`src/rtl/pb_pkg.sv`:
```
package pb_pkg;

  typedef enum logic [1:0] {
    PH_IDLE    = 2'd0,
    PH_RAISED  = 2'd1,
    PH_LOWERED = 2'd2
  } phase_t;

  // a new upstream event exists when the toggle differs from its stored copy
  function automatic logic has_event(input logic now_lvl, input logic seen_lvl);
    return now_lvl ^ seen_lvl;
  endfunction

  function automatic phase_t next_phase(input phase_t cur, input logic ev,
                                        input logic ack_lvl);
    phase_t nxt;
    nxt = cur;
    case (cur)
      PH_IDLE:    if (ev)       nxt = PH_RAISED;
      PH_RAISED:  if (ack_lvl)  nxt = PH_LOWERED;
      PH_LOWERED: if (!ack_lvl) nxt = PH_IDLE;
      default:                  nxt = PH_IDLE;
    endcase
    return nxt;
  endfunction

endpackage

```
`src/rtl/pb_event_track.sv`:
```
module pb_event_track (
  input  logic clk,
  input  logic rst_n,
  input  logic req_tgl,
  input  logic accept,
  output logic pending
);
  import pb_pkg::*;

  logic seen_q;

  always_ff @(posedge clk) begin
    if (!rst_n)      seen_q <= 1'b0;
    else if (accept) seen_q <= req_tgl;
  end

  assign pending = has_event(req_tgl, seen_q);

endmodule

```
`src/rtl/pb_phase_ctrl.sv`:
```
module pb_phase_ctrl (
  input  logic clk,
  input  logic rst_n,
  input  logic pending,
  input  logic dn_ack,
  output logic accept,
  output logic finish,
  output logic dn_req
);
  import pb_pkg::*;

  phase_t phase_q;

  assign accept = (phase_q == PH_IDLE) && pending;
  assign finish = (phase_q == PH_LOWERED) && !dn_ack;
  assign dn_req = (phase_q == PH_RAISED);

  always_ff @(posedge clk) begin
    if (!rst_n) phase_q <= PH_IDLE;
    else        phase_q <= next_phase(phase_q, pending, dn_ack);
  end

endmodule

```
`src/rtl/pb_word_reg.sv`:
```
module pb_word_reg #(
  parameter int W = 8
) (
  input  logic         clk,
  input  logic         rst_n,
  input  logic         load,
  input  logic [W-1:0] d,
  output logic [W-1:0] q
);

  always_ff @(posedge clk) begin
    if (!rst_n)    q <= '0;
    else if (load) q <= d;
  end

endmodule

```
`src/rtl/pb_ack_tgl.sv`:
```
module pb_ack_tgl (
  input  logic clk,
  input  logic rst_n,
  input  logic finish,
  output logic ack_tgl
);

  always_ff @(posedge clk) begin
    if (!rst_n)      ack_tgl <= 1'b0;
    else if (finish) ack_tgl <= ~ack_tgl;
  end

endmodule

```
`src/rtl/phase_bridge.sv`:
```
module phase_bridge #(
  parameter int W = 8
) (
  input  logic         clk,
  input  logic         rst_n,
  input  logic         up_req,
  output logic         up_ack,
  input  logic [W-1:0] up_data,
  output logic         dn_req,
  input  logic         dn_ack,
  output logic [W-1:0] dn_data
);

  // named internal events, visible to the bound checker
  logic pending;
  logic accept;
  logic finish;

  pb_event_track u_evt (
    .clk     (clk),
    .rst_n   (rst_n),
    .req_tgl (up_req),
    .accept  (accept),
    .pending (pending)
  );

  pb_phase_ctrl u_ctl (
    .clk     (clk),
    .rst_n   (rst_n),
    .pending (pending),
    .dn_ack  (dn_ack),
    .accept  (accept),
    .finish  (finish),
    .dn_req  (dn_req)
  );

  pb_word_reg #(.W(W)) u_word (
    .clk   (clk),
    .rst_n (rst_n),
    .load  (accept),
    .d     (up_data),
    .q     (dn_data)
  );

  pb_ack_tgl u_ack (
    .clk     (clk),
    .rst_n   (rst_n),
    .finish  (finish),
    .ack_tgl (up_ack)
  );

endmodule

```
`config.mk`:
```
export PLATFORM = sky130hd
export DESIGN_NAME = phase_bridge
export DESIGN_NICKNAME = d
export VERILOG_FILES = /design/src/rtl/pb_pkg.sv /design/src/rtl/pb_event_track.sv /design/src/rtl/pb_phase_ctrl.sv /design/src/rtl/pb_word_reg.sv /design/src/rtl/pb_ack_tgl.sv /design/src/rtl/phase_bridge.sv
export SDC_FILE = /design/constraint.sdc
export NUM_CORES = 1
export LEC_CHECK = 0
export BUFFER_PORTS_ARGS = -buffer_cell sky130_fd_sc_hd__clkbuf_2
export CAP_MARGIN = 10
export CORE_AREA = 2 2 39 41
export DETAILED_ROUTE_END_ITERATION = 8
export DIE_AREA = 0 0 41 43
export PLACE_DENSITY = 0.7
export SYNTH_ARGS = -nofsm -noshare
export SYNTH_HDL_FRONTEND = slang
export SYNTH_HIERARCHICAL = 1
export SYNTH_SLANG_ARGS = --single-unit
```
`constraint.sdc`:
```
create_clock -name clk -period 1.8 [get_ports clk]
set_clock_uncertainty 0.05 [all_clocks]
set_input_delay 0.36 -clock clk [delete_from_list [all_inputs] [get_ports clk]]
set_output_delay 0.36 -clock clk [all_outputs]
set_load 0.01 [all_outputs]
```
# [Word level (Yosys, flattened, before mapping)]
# Cells that the tools add are included.
[classes] n_bitwise=2 shift=0 n_reduce_logical=5 n_eq_ne=5 n_addsub=0 n_mux=4 div_mod_pow=0 multipliers=0 n_lt_le_gt_ge=0
[ops] operator="$mux W2" n=3
[ops] operator="$pmux W2 S3" n=1
[ops] operator="$ne A2 B1 Y1 const B" n=2
[ops] operator="$reduce_and A3 Y1" n=1
[ops] operator="$eq A2 B1 Y1 const B" n=1
[ops] operator="$eq A2 B2 Y1 const B" n=1
[ops] operator="$logic_and A1 B1 Y1" n=2
[ops] operator="$logic_not A2 Y1" n=1
[ops] operator="$ne A2 B2 Y1 const B" n=1
[ops] operator="$logic_not A1 Y1" n=1
[ops] operator="$not A1 Y1" n=1
[ops] operator="$xor A1 B1 Y1" n=1
[totals] word_cells=20 latch_bits=0 ff_bits=12 mem_bits_ro=0 mem_count=0 out_inout_bits=10 mem_bits_rw=0

# [Depth between registers and ports, before layout]
[logic_depth] ltp_word=3 mapped_depth=5 mapped_depth_nobuf=4

# [By module]
# Netlist, hierarchy kept.
[modules_own_cells] module="pb_word_reg" instances=1 seq_area_each_um2=160.2 area_each_um2=301.5 cells_per_inst=25
[modules_own_cells] module="pb_phase_ctrl" instances=1 seq_area_each_um2=40.0 area_each_um2=100.1 cells_per_inst=11
[modules_own_cells] module="pb_event_track" instances=1 seq_area_each_um2=20.0 area_each_um2=45.0 cells_per_inst=4
[modules_own_cells] module="pb_ack_tgl" instances=1 seq_area_each_um2=20.0 area_each_um2=35.0 cells_per_inst=3

# [Least setup slack after synthesis]
# No wires, ideal clock.
[synth_path] path_type="input to register" startpoint="input up_req" endpoint="register u_word.q[0]" required_ns=1.634 slack_ns=0.367 path_buffers=1 setup_time_ns=0.116 path_stages=5 arrival_ns=1.267 path_cell_list="xor2_1 -> nor3b_1 -> buf_6 -> mux2i_1 -> nor2b_1"
[synth_between] elab_chain_len=2
[synth_lines] item="start: declaration" line="phase_bridge.sv:6" rtl="input logic up_req,"
[synth_lines] item="$xor A1 B1 Y1" line="pb_pkg.sv:11" rtl="return now_lvl ^ seen_lvl;"
[synth_lines] item="$logic_and A1 B1 Y1" line="pb_phase_ctrl.sv:14" rtl="assign accept = (phase_q == PH_IDLE) && pending;"
[synth_lines] item="net accept" line="phase_bridge.sv:16" rtl="logic accept;"
[synth_lines] item="end signal: assignment" line="pb_word_reg.sv:12" rtl="if (!rst_n) q <= '0;"
[synth_lines] item="end signal: assignment" line="pb_word_reg.sv:13" rtl="else if (load) q <= d;"
[synth_lines] item="end: declaration" line="pb_word_reg.sv:8" rtl="output logic [W-1:0] q"
# The timed path passes the listed nets, and every way through them passes these cells.
# A chain may end at the register's enable or synchronous reset.

# [Worst setup path in the final report]
[layout_path] startpoint="register u_ctl.phase_q[0]" endpoint="output dn_req"
[layout_between] elab_chain_len=1
[layout_lines] item="start: declaration" line="pb_phase_ctrl.sv:12" rtl="phase_t phase_q;"
[layout_lines] item="start signal: assignment" line="pb_phase_ctrl.sv:20" rtl="else phase_q <= next_phase(phase_q, pending, dn_ack);"
[layout_lines] item="$eq A2 B1 Y1" line="pb_phase_ctrl.sv:16" rtl="assign dn_req = (phase_q == PH_RAISED);"
[layout_lines] item="end: declaration" line="phase_bridge.sv:9" rtl="output logic dn_req,"
# No other way between the ends.

==> flow_summary.json <==
{
  "status": "finished clean",
  "worstHoldStart": "up_data[3]",
  "critical_path.max_fanout": 6,
  "drv_cap": 0,
  "slew_violations": 0,
  "firstDrtPassIters": 2,
  "synth.area.top_cells": "dfxtp_1, mux2i_1, nor2b_1",
  "syn_area_sq_um": 481.7,
  "insertion_delay_ns": 0.26,
  "clk_pin_slew_ns": 0.08,
  "synth_top_area_share": 0.4987,
  "die_x_microns": 41,
  "yosys_warnings": 6,
  "swShare": 0.2635,
  "fillerInstances": 149,
  "cp-end-kind": "output port",
  "num_vias": 376,
  "worst_pin_slew_ns": 0.2206,
  "drt_iter0_markers": 3,
  "tns_ns": 0,
  "startpoint": "u_ctl/phase_q[0]",
  "grt_pass1_wl_microns": 1352,
  "rsz0062_at_grt": "false",
  "drive_gt1_frac": 0.3971,
  "postCtsResizedCells": 0,
  "cts_root_buf": "clkbuf_4",
  "htreeDepth": 1,
  "wire_per_inst_microns": 10.58,
  "numCtsBuffers": 3,
  "synth-seq-cells": 12,
  "rows": 14,
  "required_ns": 1.39,
  "regToRegStartpoint": "u_evt/seen_q",
  "wl_microns": 889,
  "met1_usage": 0.1410,
  "overflow": 0,
  "period_share": 0.7795,
  "p_int_uw": 496.6,
  "async_reset_ff_frac": 0,
  "die_area_sq_mm": 0.001763,
  "pin_count": 22,
  "cts_setup_buffers": 0,
  "synth_edf_count": 0,
  "ys_seq_area_frac": 0.4987,
  "core_area_sq_mm": 0.001384,
  "synth.distinct_cells": 10,
  "placed_area_sq_um": 608.1,
  "hold_viol_final": 0,
  "cp_data_arrival_time_ns": 0.99,
  "place.gp.congestion": 0.6266,
  "via_per_inst": 4.476,
  "route.detailed.drc": 0,
  "grt_usage": 0.1152,
  "path_class": "flip-flop to output port",
  "antenna_cells": 0,
  "first_global_vias": 333,
  "p_switching_uw": 177.7,
  "fmax_ghz": 0.7127,
  "tritoncts": "yes",
  "die_y_microns": 43,
  "clock_sinks": 12,
  "synthToLayoutAreaGrowth_pct": 33.77,
  "grt_util_met3": 0.03141,
  "portBuffers": 21,
  "synth.largest_area_cell": "dfxtp_1",
  "yosysMostFrequentCell": "dfxtp_1",
  "ys.flop_type": "dfxtp_1",
  "p_clk_frac": 0.315,
  "cts_max_path_buffers": 2,
  "grt_max_degree": 13,
  "vdd_drop_max_uv": 492.1,
  "top_usage_layer": "met2",
  "synth_fp_nets": 55,
  "seqPwrFrac": 0.466,
  "antenna_found_initial": 0,
  "initial_core_util": 0.3481,
  "synthCells": 43,
  "finalSetupViolCount": 0,
  "share_comb_of_total_power": 0.219,
  "synth_area_per_cell_sq_um": 11.20,
  "stdcell_area_sq_um": 644.4,
  "leakagePower_uw": 0.0003222,
  "power_density_mw_per_mm2": 1046,
  "synthTopCellsByCount": "dfxtp_1, nor2b_1, mux2i_1",
  "ant_nets": 0,
  "grt_util_met2": 0.1656,
  "min_period_ns": 1.403,
  "hold_buffers": 0,
  "relSlewSlack": 0.8528,
  "min_path_type": "input pin to flip-flop",
  "cp-start-kind": "flip-flop",
  "finalNetCount": 81
}
[flip-flops by register name (all words and copies together) (netlist names)]
name and cells:
u_ctl/phase_q 2, u_ack/ack_tgl 1, u_evt/seen_q 1, u_word/q 8
[worst max-delay path: stages, from the launching register on]
cell and delay [ns]:
dfxtp_1 0.44, nor2b_1 0.16, clkbuf_2 0.13
[power groups by stage]
stage / Clock, uW / Sequential, uW / Combinational (uW)
6_report: 212 / 314 / 148
5_1_grt: 234 / 318 / 162
4_1_cts: 221 / 315 / 150
3_5_place_dp: 0 / 320 / 149
3_3_place_gp: 0 / 319 / 146
2_1_floorplan: 0 / 326 / 92.5
[metrics by stage]
stage,hold WS (ns),utilization,cells,power (uW),setup slack [ns]
2_1_floorplan,0.4317,-,43,418.9,0.3670
3_3_place_gp,0.4456,0.4394,80,465.5,0.3670
3_5_place_dp,0.4573,0.4394,80,469.6,0.3102
4_1_cts,0.2943,0.4656,84,685.6,0.3734
5_1_grt,0.2962,0.4656,84,714.0,0.3248
6_report,0.2979,0.4656,84,674.2,0.3969
[cell type report]
cell class	count	area [sq um]	area share
tap	16	20.02	0.03107
sequential	12	240.2	0.3728
clock buffer	4	36.28	0.05631
multi-input combinational	30	235.2	0.3650
timing repair buffer	22	112.6	0.1748
[logic make-up after synthesis]
group / count (synthesis) / synth area share
and+or+nand+nor: 17 / 0.2260
DFF: 12 / 0.4987
buffers and inverters: 1 / 0.02337
xor gates and xnor gates: 3 / 0.05456
AOI/OAI and AO/OA: 1 / 0.01038
muxes: 9 / 0.1870
[final timing paths]
kind	endpoint	slack (ns)	cells past startpoint
worst max-delay path	dn_req	0.40	2
worst min-delay path	u_word/q[3]	0.30	3
worst max register to register	u_evt/seen_q	0.45	5
worst min register to register	u_word/q[6]	0.48	2
[layer usage]
metal / up-vias / share of wire
met5: - / 0
met4: 0 / 0
met3: 0 / 0.024
met2: 6 / 0.53
met1: 179 / 0.44
li1: 191 / -
[cell usage in the layout, fill, tap and decap left out]
cell type,Yosys,routed
nand2b_1,3,3
and3_1,1,1
nor3b_2,0,1
dfxtp_1,12,12
nor3b_1,2,1
xor2_1,3,3
and2_1,1,1
clkbuf_8,0,1
nor2b_1,10,10
clkbuf_2,0,21
mux2i_1,9,9
clkbuf_4,0,3
buf_4,0,1
a21oi_1,1,1
Power figures use the tool's default switching activity.
